File: src/rtl/bbf_pkg.sv
package bbf_pkg;
    localparam int AW = 18;
    localparam int DW = 8;
    localparam int BW = 3;

    typedef enum logic [2:0] {ST_RDY, ST_PSET, ST_ESET, ST_PBSY, ST_EBSY, ST_ESUS} seq_st_e;
    typedef enum logic [1:0] {RM_ARR, RM_STAT, RM_ID} rd_mode_e;

    localparam logic [BW-1:0] BLK_MAIN0 = 3'd0;
    localparam logic [BW-1:0] BLK_MAIN1 = 3'd1;
    localparam logic [BW-1:0] BLK_PARA0 = 3'd2;
    localparam logic [BW-1:0] BLK_PARA1 = 3'd3;
    localparam logic [BW-1:0] BLK_BOOT  = 3'd4;

    localparam logic [DW-1:0] CMD_RDARR = 8'hFF;
    localparam logic [DW-1:0] CMD_PROG  = 8'h40;
    localparam logic [DW-1:0] CMD_ERASE = 8'h20;
    localparam logic [DW-1:0] CMD_CONF  = 8'hD0;
    localparam logic [DW-1:0] CMD_RDST  = 8'h70;
    localparam logic [DW-1:0] CMD_CLRST = 8'h50;
    localparam logic [DW-1:0] CMD_RDID  = 8'h90;
    localparam logic [DW-1:0] CMD_SUSP  = 8'hB0;

    function automatic logic [BW-1:0] blk_of(input logic [AW-1:0] a);
        if (a >= 18'h3C000)      return BLK_BOOT;
        else if (a >= 18'h3A000) return BLK_PARA1;
        else if (a >= 18'h38000) return BLK_PARA0;
        else if (a >= 18'h20000) return BLK_MAIN1;
        else                     return BLK_MAIN0;
    endfunction
endpackage

File: src/rtl/bbf_busif.sv
module bbf_busif
    import bbf_pkg::*;
#(
    parameter int WAKE_CYC = 8
) (
    input  logic          clk,
    input  logic          pd,
    input  logic          ce_n,
    input  logic          we_n,
    input  logic [AW-1:0] addr,
    input  logic [DW-1:0] din,
    output logic          wr_vld,
    output logic [AW-1:0] wr_addr,
    output logic [DW-1:0] wr_data
);
    localparam int CW = $clog2(WAKE_CYC + 1);

    typedef struct packed {
        logic          we_s;
        logic [CW-1:0] cnt;
        logic          vld;
        logic [AW-1:0] a;
        logic [DW-1:0] d;
    } bus_t;

    bus_t q, d;

    always_comb begin
        d      = q;
        d.we_s = we_n;
        d.vld  = 1'b0;
        if (q.cnt != CW'(WAKE_CYC)) d.cnt = q.cnt + 1'b1;
        // rising strobe edge with chip enabled, only once awake
        if (!q.we_s && we_n && !ce_n && (q.cnt == CW'(WAKE_CYC))) begin
            d.vld = 1'b1;
            d.a   = addr;
            d.d   = din;
        end
    end

    always_ff @(posedge clk) begin
        if (pd) begin
            q <= '0;
            q.we_s <= 1'b1;
        end else begin
            q <= d;
        end
    end

    assign wr_vld  = q.vld;
    assign wr_addr = q.a;
    assign wr_data = q.d;
endmodule

File: src/rtl/bbf_seq.sv
module bbf_seq
    import bbf_pkg::*;
(
    input  logic          clk,
    input  logic          pd,
    input  logic          hv,
    input  logic          vpp_ok,
    input  logic          wr_vld,
    input  logic [AW-1:0] wr_addr,
    input  logic [DW-1:0] wr_data,
    input  logic          arr_done,
    output logic          busy,
    output rd_mode_e      rmode,
    output logic [DW-1:0] status,
    output logic          arr_start,
    output logic          arr_erase,
    output logic          arr_hold,
    output logic          arr_abort,
    output logic [AW-1:0] op_addr,
    output logic [DW-1:0] op_data,
    output logic [BW-1:0] op_blk
);
    typedef struct packed {
        seq_st_e       st;
        rd_mode_e      rm;
        logic          err_e;
        logic          err_p;
        logic          err_v;
        logic          start;
        logic          erase;
        logic          hold;
        logic          abort;
        logic [AW-1:0] oa;
        logic [DW-1:0] od;
        logic [BW-1:0] ob;
    } seq_t;

    seq_t q, d;
    logic lock_run;

    assign lock_run = !vpp_ok || ((q.ob == BLK_BOOT) && !hv);

    always_comb begin
        d       = q;
        d.start = 1'b0;
        d.abort = 1'b0;
        case (q.st)
            ST_RDY: if (wr_vld) begin
                case (wr_data)
                    CMD_RDARR: d.rm = RM_ARR;
                    CMD_RDST:  d.rm = RM_STAT;
                    CMD_RDID:  d.rm = RM_ID;
                    CMD_CLRST: begin d.err_e = 1'b0; d.err_p = 1'b0; d.err_v = 1'b0; end
                    CMD_PROG:  begin d.st = ST_PSET; d.rm = RM_STAT; end
                    CMD_ERASE: begin d.st = ST_ESET; d.rm = RM_STAT; end
                    default: ;
                endcase
            end
            ST_PSET, ST_ESET: if (wr_vld) begin
                d.oa    = wr_addr;
                d.od    = wr_data;
                d.ob    = blk_of(wr_addr);
                d.erase = (q.st == ST_ESET);
                d.st    = ST_RDY;
                if ((q.st == ST_ESET) && (wr_data != CMD_CONF)) begin
                    d.err_e = 1'b1;
                    d.err_p = 1'b1;
                end else if (!vpp_ok || ((blk_of(wr_addr) == BLK_BOOT) && !hv)) begin
                    if (!vpp_ok) d.err_v = 1'b1;
                    if (q.st == ST_ESET) d.err_e = 1'b1;
                    else                 d.err_p = 1'b1;
                end else begin
                    d.start = 1'b1;
                    d.st    = (q.st == ST_ESET) ? ST_EBSY : ST_PBSY;
                end
            end
            default: begin
                if (lock_run) begin
                    d.abort = 1'b1;
                    d.hold  = 1'b0;
                    d.st    = ST_RDY;
                    if (!vpp_ok) d.err_v = 1'b1;
                    if (q.erase) d.err_e = 1'b1;
                    else         d.err_p = 1'b1;
                end else if ((q.st != ST_ESUS) && arr_done) begin
                    d.st = ST_RDY;
                end else if (wr_vld) begin
                    case (wr_data)
                        CMD_RDARR: d.rm = RM_ARR;
                        CMD_RDST:  d.rm = RM_STAT;
                        CMD_RDID:  d.rm = RM_ID;
                        CMD_SUSP:  if (q.st == ST_EBSY) begin
                            d.st   = ST_ESUS;
                            d.hold = 1'b1;
                            d.rm   = RM_STAT;
                        end
                        CMD_CONF:  if (q.st == ST_ESUS) begin
                            d.st   = ST_EBSY;
                            d.hold = 1'b0;
                        end
                        default: ;
                    endcase
                end
            end
        endcase
    end

    always_ff @(posedge clk) begin
        if (pd) q <= '0;
        else    q <= d;
    end

    assign busy      = (q.st == ST_PBSY) || (q.st == ST_EBSY);
    assign rmode     = q.rm;
    assign status    = {!busy, (q.st == ST_ESUS), q.err_e, q.err_p, q.err_v, 3'b000};
    assign arr_start = q.start;
    assign arr_erase = q.erase;
    assign arr_hold  = q.hold;
    assign arr_abort = q.abort;
    assign op_addr   = q.oa;
    assign op_data   = q.od;
    assign op_blk    = q.ob;
endmodule

File: src/rtl/bbf_rdmux.sv
module bbf_rdmux
    import bbf_pkg::*;
#(
    parameter logic [DW-1:0] MFR_ID = 8'hA5,
    parameter logic [DW-1:0] DEV_ID = 8'h3C
) (
    input  logic          pd,
    input  logic          ce_n,
    input  logic          oe_n,
    input  logic          busy,
    input  rd_mode_e      rmode,
    input  logic [DW-1:0] status,
    input  logic [DW-1:0] arr_rdata,
    input  logic          a0,
    output logic [DW-1:0] dq
);
    always_comb begin
        dq = '0;
        if (!pd && !ce_n && !oe_n) begin
            if (busy) dq = status;
            else begin
                case (rmode)
                    RM_ARR:  dq = arr_rdata;
                    RM_STAT: dq = status;
                    RM_ID:   dq = a0 ? DEV_ID : MFR_ID;
                    default: dq = '0;
                endcase
            end
        end
    end
endmodule

File: src/rtl/bbflash_ctrl.sv
module bbflash_ctrl
    import bbf_pkg::*;
#(
    parameter int            WAKE_CYC = 8,
    parameter logic [DW-1:0] MFR_ID   = 8'hA5,
    parameter logic [DW-1:0] DEV_ID   = 8'h3C
) (
    input  logic          clk,
    input  logic [1:0]    rp_lvl,
    input  logic          vpp_ok,
    input  logic          ce_n,
    input  logic          oe_n,
    input  logic          we_n,
    input  logic [AW-1:0] addr,
    input  logic [DW-1:0] din,
    output logic [DW-1:0] dq_o,
    input  logic [DW-1:0] arr_rdata,
    input  logic          arr_done,
    output logic [AW-1:0] arr_raddr,
    output logic          arr_start,
    output logic          arr_erase,
    output logic [AW-1:0] arr_op_addr,
    output logic [DW-1:0] arr_op_data,
    output logic [BW-1:0] arr_op_blk,
    output logic          arr_hold,
    output logic          arr_abort,
    output logic          pwr_down
);
    logic          pd, hv, wr_vld, busy;
    logic [AW-1:0] wr_addr;
    logic [DW-1:0] wr_data, status;
    rd_mode_e      rmode;

    assign pd        = (rp_lvl == 2'b00);
    assign hv        = rp_lvl[1];
    assign pwr_down  = pd;
    assign arr_raddr = addr;

    bbf_busif #(.WAKE_CYC(WAKE_CYC)) u_bus (
        .clk(clk), .pd(pd), .ce_n(ce_n), .we_n(we_n), .addr(addr), .din(din),
        .wr_vld(wr_vld), .wr_addr(wr_addr), .wr_data(wr_data)
    );

    bbf_seq u_seq (
        .clk(clk), .pd(pd), .hv(hv), .vpp_ok(vpp_ok),
        .wr_vld(wr_vld), .wr_addr(wr_addr), .wr_data(wr_data), .arr_done(arr_done),
        .busy(busy), .rmode(rmode), .status(status),
        .arr_start(arr_start), .arr_erase(arr_erase), .arr_hold(arr_hold),
        .arr_abort(arr_abort), .op_addr(arr_op_addr), .op_data(arr_op_data),
        .op_blk(arr_op_blk)
    );

    bbf_rdmux #(.MFR_ID(MFR_ID), .DEV_ID(DEV_ID)) u_rd (
        .pd(pd), .ce_n(ce_n), .oe_n(oe_n), .busy(busy), .rmode(rmode),
        .status(status), .arr_rdata(arr_rdata), .a0(addr[0]), .dq(dq_o)
    );
endmodule

File: config.mk
export PLATFORM = sky130hd
export DESIGN_NAME = bbflash_ctrl
export DESIGN_NICKNAME = d
export VERILOG_FILES = /design/src/rtl/bbf_pkg.sv /design/src/rtl/bbf_busif.sv /design/src/rtl/bbf_seq.sv /design/src/rtl/bbf_rdmux.sv /design/src/rtl/bbflash_ctrl.sv
export SDC_FILE = /design/constraint.sdc
export NUM_CORES = 1
export LEC_CHECK = 0
export CORE_UTILIZATION = 30
export DETAILED_ROUTE_END_ITERATION = 8
export DONT_BUFFER_PORTS = 1
export HOLD_SLACK_MARGIN = 0.15
export SLEW_MARGIN = 0
export SYNTH_ARGS = -nofsm -noshare
export SYNTH_HDL_FRONTEND = slang
export SYNTH_SLANG_ARGS = --single-unit
File: constraint.sdc
create_clock -name clk -period 2 [get_ports clk]
set_input_delay 0.2 -clock clk [delete_from_list [all_inputs] [get_ports clk]]
set_output_delay 0.2 -clock clk [all_outputs]
set_load 0.005 [all_outputs]
==> results of run 1 <==
-- report_power, final --
group | leakage (uW) | switching [uW] | internal (uW) | total (uW)
sequential | 0.000590 | 56.5 | 1520 | 1570
clock | 0.000159 | 641 | 1130 | 1770
combinational | 0.000830 | 154 | 148 | 302
-- flip-flops by register name (all words and copies together), names as in the netlist, 3 cells and up --
name	flops
u_seq.op_data	8
u_seq.op_addr	18
u_bus.wr_addr	18
u_seq.status	3
u_bus.wr_data	8
u_bus.q	5
u_seq.q	3
u_seq.op_blk	3
-- synthesized netlist by cell type (3+ instances only) --
cell,n
a211oi_1,3
a21o_1,4
a21oi_1,66
buf_1,5
buf_4,47
clkbuf_1,24
dfxtp_1,73
inv_1,12
mux2i_1,5
nand2_1,123
nand2b_1,7
nand3_1,7
nand3b_1,4
nand4_1,3
nor2_1,25
nor2b_1,3
nor3_1,5
nor4_1,5
o21ai_0,9
o31ai_1,3
o41ai_1,3
or2_2,3
or3_1,3
xor2_1,3
-- area by class of cell --
class                   instances  area share, %
flip-flops and latches         73           33.8
clock buffers                  10           5.53
well taps                     147           4.25
inverters                      13           1.13
clock inverters                 6           2.08
repair buffers                 59           12.5
multi-input cells             323           40.7
-- per-layer routing --
metal | vias to the layer above | track usage, %
met2 | 86 | 27.9
met5 | - | 0
met4 | 0 | 6.93
met1 | 1529 | 19.0
li1 | 1584 | -
met3 | 14 | 3.78
-- how the worst max path moves through the flow --
stage | endpoint | slack (ns) | cells past startpoint | start
6_report | u_seq.rmode[1]$_SDFFE_PP0P_ | 0.06 | 5 | u_bus.wr_data[3]$_SDFFE_PP0P_
5_1_grt | u_seq.status[3]$_SDFFE_PP0P_ | -0.02 | 7 | u_bus.wr_data[3]$_SDFFE_PP0P_
4_1_cts | u_seq.arr_hold$_SDFFE_PP0P_ | 0.02 | 5 | u_bus.wr_data[0]$_SDFFE_PP0P_
3_5_place_dp | u_seq.arr_hold$_SDFFE_PP0P_ | 0.009 | 5 | u_bus.wr_data[0]$_SDFFE_PP0P_
3_3_place_gp | u_seq.arr_hold$_SDFFE_PP0P_ | 0.02 | 5 | u_bus.wr_data[0]$_SDFFE_PP0P_
2_1_floorplan | u_seq.arr_hold$_SDFFE_PP0P_ | 0.03 | 5 | u_bus.wr_data[0]$_SDFFE_PP0P_
-- timing repair --
item / CTS / global route
pin swaps: 0 / 3
hold buffers: 28 / 0
gates resized for setup: 4 / 12
setup buffers: 2 / 0
endpoints found under the setup margin: 5 / 11
endpoints found under the hold margin: 28 / 0
-- worst register-to-register path, cell delays in order, from the launching register on --
cell     delay [ns]
dfxtp_1        0.31
or4_4          0.57
o32ai_1        0.27
nand3_1        0.14
a211o_1        0.30
a32o_1         0.25
-- cells by family after synthesis --
| logic type | synth area share, % |
|---|---|
| and+or+nand+nor | 24.7 |
| AOI/OAI and AO/OA | 17.7 |
| buffers and inverters | 14.2 |
| DFF | 39.8 |
| xor gates and xnor gates | 0.955 |
| muxes | 1.98 |
| adders and majority gates | 0.682 |
-- metrics by stage --
stage / cell area, sq um / setup TNS [ns]
2_1_floorplan: 3670 / 0
3_3_place_gp: 3630 / 0
3_5_place_dp: 3630 / 0
4_1_cts: 4270 / 0
5_1_grt: 4320 / -0.0367
6_report: 4320 / 0
==> metrics.txt, run 1 <==
Post-synth EDFFs=0; fmax=between 0.5 and 0.6 GHz; Worst-Skew Late Latency=0.34 ns; Worst setup EP type=register; arrival time worst endpoint=~2.2 ns; critical path type=register to register; most frequent cells in the layout=nand2_1, dfxtp_1, a21oi_1, dlygate4sd3_1, buf_4; Starting Density=about 31%; Ys Warns=0; post-route ant nets=0; hold wc startpoint=vpp_ok; reg2reg setup slack=around 0.062 ns; fin crit share=a little over nine tenths; RSZ-0062 raised after global routing=yes; Yosys cell types=55; Syn Std Cell Area=3670 sq um; CTS Sinks=73; Yosys top cell area share=around two fifths; n_diodes=0; number of DRC markers in iteration 0=between 150 and 200; Max VDD drop=0.000575 V; DIE HEIGHT=roughly 110 um; Synth Instances=approximately 490; non-filler cells, final=~630; layout cells sized above 1=between 10% and 20%; PD cells=roughly 840 nW/um^2; PortBufs=0; Primary FF master, synth=dfxtp_1; crit-path cells=or4_4, o32ai_1, nand3_1, a211o_1, a32o_1; Finish-stage setup viols=0; total power=~3600 uW; wl on met1=about 4.3 mm; placed insts=roughly 600; Fin Clk Skew=roughly 0.005 ns; share of the yosys chip area belonging to registers=between 30% and 40%; Via Count=3,213; Yosys reg bits=73; die width=~110 um; DP HPWL=6.65 mm; final setup margin=~0.06 ns; top sig layer=met4; metal3 WL=between 400 and 500 um; gr usage total=between 10% and 20%; multi-input logic area=between 1500 and 2000 sq um; top cell type by total area after synthesis=dfxtp_1; commonest non-fill, non-tap cell in the layout=nand2_1; top cells by area, synth=dfxtp_1, nand2_1, buf_4; first-pass GRT wire length=about 16 mm; max-cap check violation count=0; Fillers=1,239; Critical Path Fanout Max=4; Core ar.=between 10,000 and 15,000 sq um; startpoint types=register; Reg clk slew, reported paths=0.06 ns; I/O pins=102; leakage power=0.00158 uW; syn avg cell area=roughly 7.5 sq um; Placement Rows=40; vias in the first global route=3,098; DRC viols=0; Area Overhead vs Synth=17.8%; Final Wtd Congestion=about 0.84; htree depth=3; Num CTS Buffers=9; reg2reg start=u_bus.wr_data[3]$_SDFFE_PP0P_; master of the slowest instance on the critical path=or4_4; status=finished clean; root buffer cell=clkbuf_16; global route overflow=0; largest net degree at the start of global routing=70; share of flip-flops with an asynchronous set or reset=0%; Final nets=around 520; Final Hold Vio Count=0; CP delay by family, top=compound AO/OA/AOI/OAI gates; die area=between 10,000 and 15,000 sq um; hold endpoint=u_seq.arr_start$_SDFF_PP0_; worst min path class=input pin to register; Fin Hold WS=0.180 ns; Placement Setup Slack=about 0.009 ns; initial antenna violation count=0; Net Count, Synth=531; WP data required=approximately 2.2 ns; Max Slew Vio Count=0; Hold Path Depth=3; Pre-antenna DRT Iters=4; fin util=roughly 36%; Rel. slew slack=around half; crit-path max cell delay=between 0.5 and 0.6 ns; worst r2r path cells=5; R2R Path End=u_seq.rmode[1]$_SDFFE_PP0P_; TritonCTS clock tree=yes; Clock Path Buffers=2; post-DR vias/cell=approximately 5; Least-Margin Pin Slew=roughly 0.74 ns; crit path time final=slightly below 2 ns; met2 WL=~4.7 mm; register area=1460 sq um; DR WL/cell=15.3 um; Critical path buffers and inverters=0; total routed wirelength=9.64 mm
(Power assumes the default switching activity.)
==> run 2: changes to the inputs <==
CORE_ASPECT_RATIO = 0.75   (was unset)
TNS_END_PERCENT = 1   (was unset)
==> run 2 against run 1 <==
Against the previous run: design area is 0.64% higher; register-to-register slack hardly changed; non-clock buffer count is 8 higher; flip-flop and latch count stayed put; worst setup slack better by 0.0042 ns; critical endpoint is now u_seq.arr_hold$_SDFFE_PP0P_; sequential share of layout area is 0.21 points lower; cell count is 3.6% higher; via count hardly changed; routed wire length is 6.7% higher; first-iteration DRC count is 8.7% higher; clock power is 2% higher; largest power group unchanged.
==> metrics.txt, run 2 (synthesized netlist as in run 1, its figures left out) <==
status=finished clean; worst r2r path cells=5; wl on met1=4.85 mm; DRC viols=0; WP depth=5; leakage power=between 0.0015 and 0.002 uW; commonest non-fill, non-tap cell in the layout=nand2_1; DIE HEIGHT=~98 um; n_diodes=0; crit path launch=u_bus.wr_data[0]$_SDFFE_PP0P_; Final Hold Vio Count=0; Max VDD drop=0.000459 V; Reg clk slew, reported paths=0.06 ns; Worst-Skew Late Latency=0.33 ns; CTS Sinks=73; Pre-antenna DRT Iters=4; reg2reg setup slack=0.07 ns; I/O pins=slightly above 100; PortBufs=0; root buffer cell=clkbuf_16; post-route ant nets=0; Num CTS Buffers=9; Via Count=3,214; Clock Path Buffers=2; largest net degree at the start of global routing=37; top sig layer=met4; reg2reg start=u_bus.wr_data[0]$_SDFFE_PP0P_; total power=roughly 3700 uW; crit path capture=u_seq.arr_hold$_SDFFE_PP0P_; Worst setup EP type=register; htree depth=3; Fin Hold WS=around 0.18 ns; master of the slowest instance on the critical path=or4_4; Hold Path Depth=3; vias in the first global route=between 3,000 and 4,000; initial antenna violation count=0; die area=12,700 sq um; crit-path cells=or4_4, or3_4, a211oi_2, mux2_2, a21oi_1; Placement Setup Slack=-0.0371 ns; Least-Margin Pin Slew=between 0.4 and 0.5 ns; Starting Density=between 30 and 40%; placed insts=610; Final Wtd Congestion=around 0.85; CP delay by family, top=simple AND/OR/NAND/NOR gates; Critical Path Fanout Max=4; most frequent cells in the layout=nand2_1, dfxtp_1, a21oi_1, buf_4, dlygate4sd3_1; DP HPWL=around 7.5 mm; crit path time final=about 1.9 ns; Core ar.=11,700 sq um; gr usage total=about 17%; Finish-stage setup viols=0; crit-path max cell delay=0.57 ns; worst min path class=input pin to register; Final nets=531; number of DRC markers in iteration 0=~180; die width=about 130 um; fmax=slightly above 0.5 GHz; TritonCTS clock tree=yes; metal3 WL=just under 700 um; max-cap check violation count=0; met2 WL=4.63 mm; Rel. slew slack=71.3%; WP data required=roughly 2.3 ns; critical path type=register to register; layout cells sized above 1=between 10% and 20%; final setup margin=0.0659 ns; non-filler cells, final=654; RSZ-0062 raised after global routing=yes; total routed wirelength=approximately 10 mm; Area Overhead vs Synth=18.5%; Fin Clk Skew=around 0.0086 ns; Critical path buffers and inverters=0; Max Slew Vio Count=0; post-DR vias/cell=roughly 4.9; PD cells=between 800 and 900 nW/um^2; R2R Path End=u_seq.arr_hold$_SDFFE_PP0P_; startpoint types=register; fin crit share=96.7%; DR WL/cell=15.7 um; arrival time worst endpoint=roughly 2.2 ns; first-pass GRT wire length=~16 mm; global route overflow=0; setup_tns=0 ns; Placement Rows=34
-- run 2: stage by stage --
step                utilization (%)  cell area (sq um)
floorplan                         -               3670
global placement               31.5               3690
detailed placement             31.5               3690
CTS                            36.9               4330
global route                   37.1               4350
finish                         37.1               4350
-- run 2: tightest hold or removal path: stages --
cell     delay [ns]
o21ai_1        0.05
buf_4          0.16
nor4_1         0.06
-- run 2: area by class of cell --
| class | count | area (sq um) |
|---|---|---|
| fillers | 1295 | 7390 |
| clock buffers | 10 | 239 |
| clock inverters | 6 | 97.6 |
| repair buffers | 67 | 573 |
| inverters | 13 | 48.8 |
| well taps | 162 | 203 |
| flip-flops and latches | 73 | 1460 |
| multi-input cells | 323 | 1730 |
-- run 2: how the worst min path moves through the flow --
stage                      start                         end
final                     vpp_ok  u_seq.arr_start$_SDFF_PP0_
after global routing      vpp_ok  u_seq.arr_start$_SDFF_PP0_
after CTS                 vpp_ok  u_seq.arr_start$_SDFF_PP0_
after detailed placement    we_n      u_bus.q[31]$_SDFF_PP1_
after global placement      we_n      u_bus.q[31]$_SDFF_PP1_
after floorplan             we_n      u_bus.q[31]$_SDFF_PP1_
-- run 2: power by group --
group / leakage, uW / switching [uW] / internal (uW) / total (uW)
Combinational: 0.000863 / 155 / 150 / 304
Clock: 0.000166 / 664 / 1150 / 1810
Sequential: 0.000590 / 56.9 / 1520 / 1570
Total: 0.00162 / 875 / 2810 / 3690
-- run 2: per-layer routing --
metal / track usage, % / up-vias
met5: 0 / -
met4: 5.90 / 0
met3: 4.60 / 13
met2: 25.7 / 99
met1: 22.8 / 1499
li1: - / 1603
-- run 2: what timing repair did --
item / in CTS / in global routing
endpoints found under the hold margin: 28 / 0
setup buffers: 0 / 0
hold buffers: 28 / 0
pin swaps: 0 / 1
endpoints found under the setup margin: 2 / 9
resized for setup: 3 / 6
==> run 3: changes to the inputs <==
clock period = 1.6 ns   (was 2 ns; I/O delays follow)
==> run 3 against run 2 <==
Against the previous run: utilization is 2.2 points higher; maximum frequency is essentially flat; register-to-register slack got worse by 0.40 ns; the run now ends with negative setup slack left; cell count grew 3.7%; clock-buffer cell count increased by 2; die area did not move; first-iteration DRC count rose by 15%; clock skew increased by 0.0017 ns; global-route usage is 0.33 points higher; via count up 3.4%; design area is 5.9% higher; clock power rose by 20%; largest cell class unchanged.
==> metrics.txt, run 3 (synthesized netlist as in run 1, its figures left out) <==
Pre-antenna DRT Iters=4; fin util=between 30% and 40%; TritonCTS clock tree=yes; DP HPWL=approximately 7.4 mm; first-pass GRT wire length=16.7 mm; I/O pins=approximately 100; layout cells sized above 1=roughly a fifth; startpoint types=register; Starting Density=31.3%; R2R Path End=u_seq.arr_hold$_SDFFE_PP0P_; Fin Clk Skew=about 0.01 ns; most frequent cells in the layout=nand2_1, dfxtp_1, a21oi_1, buf_4, dlygate4sd3_1; PortBufs=0; Worst setup EP type=register; hold endpoint=u_bus.q[31]$_SDFF_PP1_; total routed wirelength=10.4 mm; reg2reg start=u_bus.wr_data[2]$_SDFFE_PP0P_; arrival time worst endpoint=~2.2 ns; post-DR vias/cell=around 4.9; Max VDD drop=approximately 0.0005 V; die width=between 100 and 150 um; DRC viols=0; master of the slowest instance on the critical path=or4_4; fmax=0.517 GHz; Max Slew Vio Count=0; crit path time final=~1.9 ns; DIE HEIGHT=between 90 and 100 um; DR WL/cell=approximately 15 um; commonest non-fill, non-tap cell in the layout=nand2_1; worst r2r path cells=5; Final Wtd Congestion=between 0.8 and 0.9; CTS Sinks=73; gr usage total=17.2%; Hold Path Depth=3; final setup margin=-0.333 ns; Finish-stage setup viols=17; largest net degree at the start of global routing=70; Worst-Skew Late Latency=0.34 ns; hold wc startpoint=rp_lvl[0]; Core ar.=11,700 sq um; n_diodes=0; setup_tns=-2.64 ns; RSZ-0062 raised after global routing=yes; leakage power=roughly 0.0017 uW; PD cells=roughly 990 nW/um^2; status=finished with violations; htree depth=3; post-route ant nets=0; Placement Rows=34; worst min path class=input pin to register; Least-Margin Pin Slew=0.418 ns; Num CTS Buffers=9; fin crit share=121%; Reg clk slew, reported paths=0.06 ns; Critical Path Fanout Max=6; die area=roughly 13,000 sq um; Final nets=between 500 and 600; Clock Path Buffers=2; Rel. slew slack=a little under three quarters; Area Overhead vs Synth=25.5%; Via Count=~3,300; Final Hold Vio Count=0; reg2reg setup slack=-0.33 ns; Placement Setup Slack=-0.325 ns; crit-path cells=or4_4, or3_4, a211oi_2, mux2_4, a21oi_2; max-cap check violation count=0; crit-path max cell delay=approximately 0.6 ns; global route overflow=0; violated checks=negative setup slack; initial antenna violation count=1; vias in the first global route=roughly 3,200; WP data required=between 1.5 and 2 ns; number of DRC markers in iteration 0=about 200; critical path type=register to register; root buffer cell=clkbuf_16
[run 3: worst max path at each step]
| stage | depth (start not counted) | start | slack (ns) | end |
|---|---|---|---|---|
| after floorplan | 5 | u_bus.wr_data[3]$_SDFFE_PP0P_ | -0.29 | u_seq.arr_hold$_SDFFE_PP0P_ |
| after global routing | 5 | u_bus.wr_data[2]$_SDFFE_PP0P_ | -0.38 | u_seq.rmode[1]$_SDFFE_PP0P_ |
| final | 5 | u_bus.wr_data[2]$_SDFFE_PP0P_ | -0.33 | u_seq.arr_hold$_SDFFE_PP0P_ |
| after global placement | 5 | u_bus.wr_data[3]$_SDFFE_PP0P_ | -0.32 | u_seq.arr_hold$_SDFFE_PP0P_ |
| after CTS | 5 | u_bus.wr_data[2]$_SDFFE_PP0P_ | -0.33 | u_seq.arr_hold$_SDFFE_PP0P_ |
| after detailed placement | 5 | u_bus.wr_data[3]$_SDFFE_PP0P_ | -0.32 | u_seq.arr_hold$_SDFFE_PP0P_ |
[run 3: layout make-up]
class | instances | area (sq um)
Fill cell | 1247 | 7130
Sequential cell | 73 | 1470
Multi-Input combinational cell | 323 | 1770
Tap cell | 162 | 203
Clock inverter | 4 | 76.3
Inverter | 13 | 48.8
Timing Repair Buffer | 91 | 795
Clock buffer | 12 | 246
[run 3: power breakdown]
group	leakage, uW	internal, uW	total, uW	switching, uW
Combinational	0.000996	215	425	210
Sequential	0.000591	1900	1960	63.5
Clock	0.000153	1410	2180	772
[run 3: stage by stage]
step	hold slack (ns)	area, sq um	power [uW]	std cells
2_1_floorplan	0.261	3680	2260	487
3_3_place_gp	0.266	3920	2320	634
3_5_place_dp	0.268	3920	2350	634
4_1_cts	0.183	4580	4620	678
5_1_grt	0.205	4610	4760	678
6_report	0.199	4610	4570	678
[run 3: timing repair]
item,in CTS,in global routing
endpoints found under the setup margin,23,37
gates resized for setup,17,8
endpoints found under the hold margin,28,0
buffers inserted,0,0
pin swaps,2,0
hold buffers,28,0
[run 3: routing by layer]
metal,vias to the layer above,part of all wire [%],track usage [%]
met3,10,8.8,5.59
met1,1559,45,22.3
li1,1639,-,-
met5,-,0.12,0
met4,2,1.2,6.17
met2,112,45,26.5
[run 3: worst max-delay path: cells and delay by family (launching register included)]
family,cells,cell delay (ns)
multiplexers,1,0.32
flip-flops,1,0.31
AND/OR/NAND/NOR,2,0.96
AO/OA/AOI/OAI,2,0.29
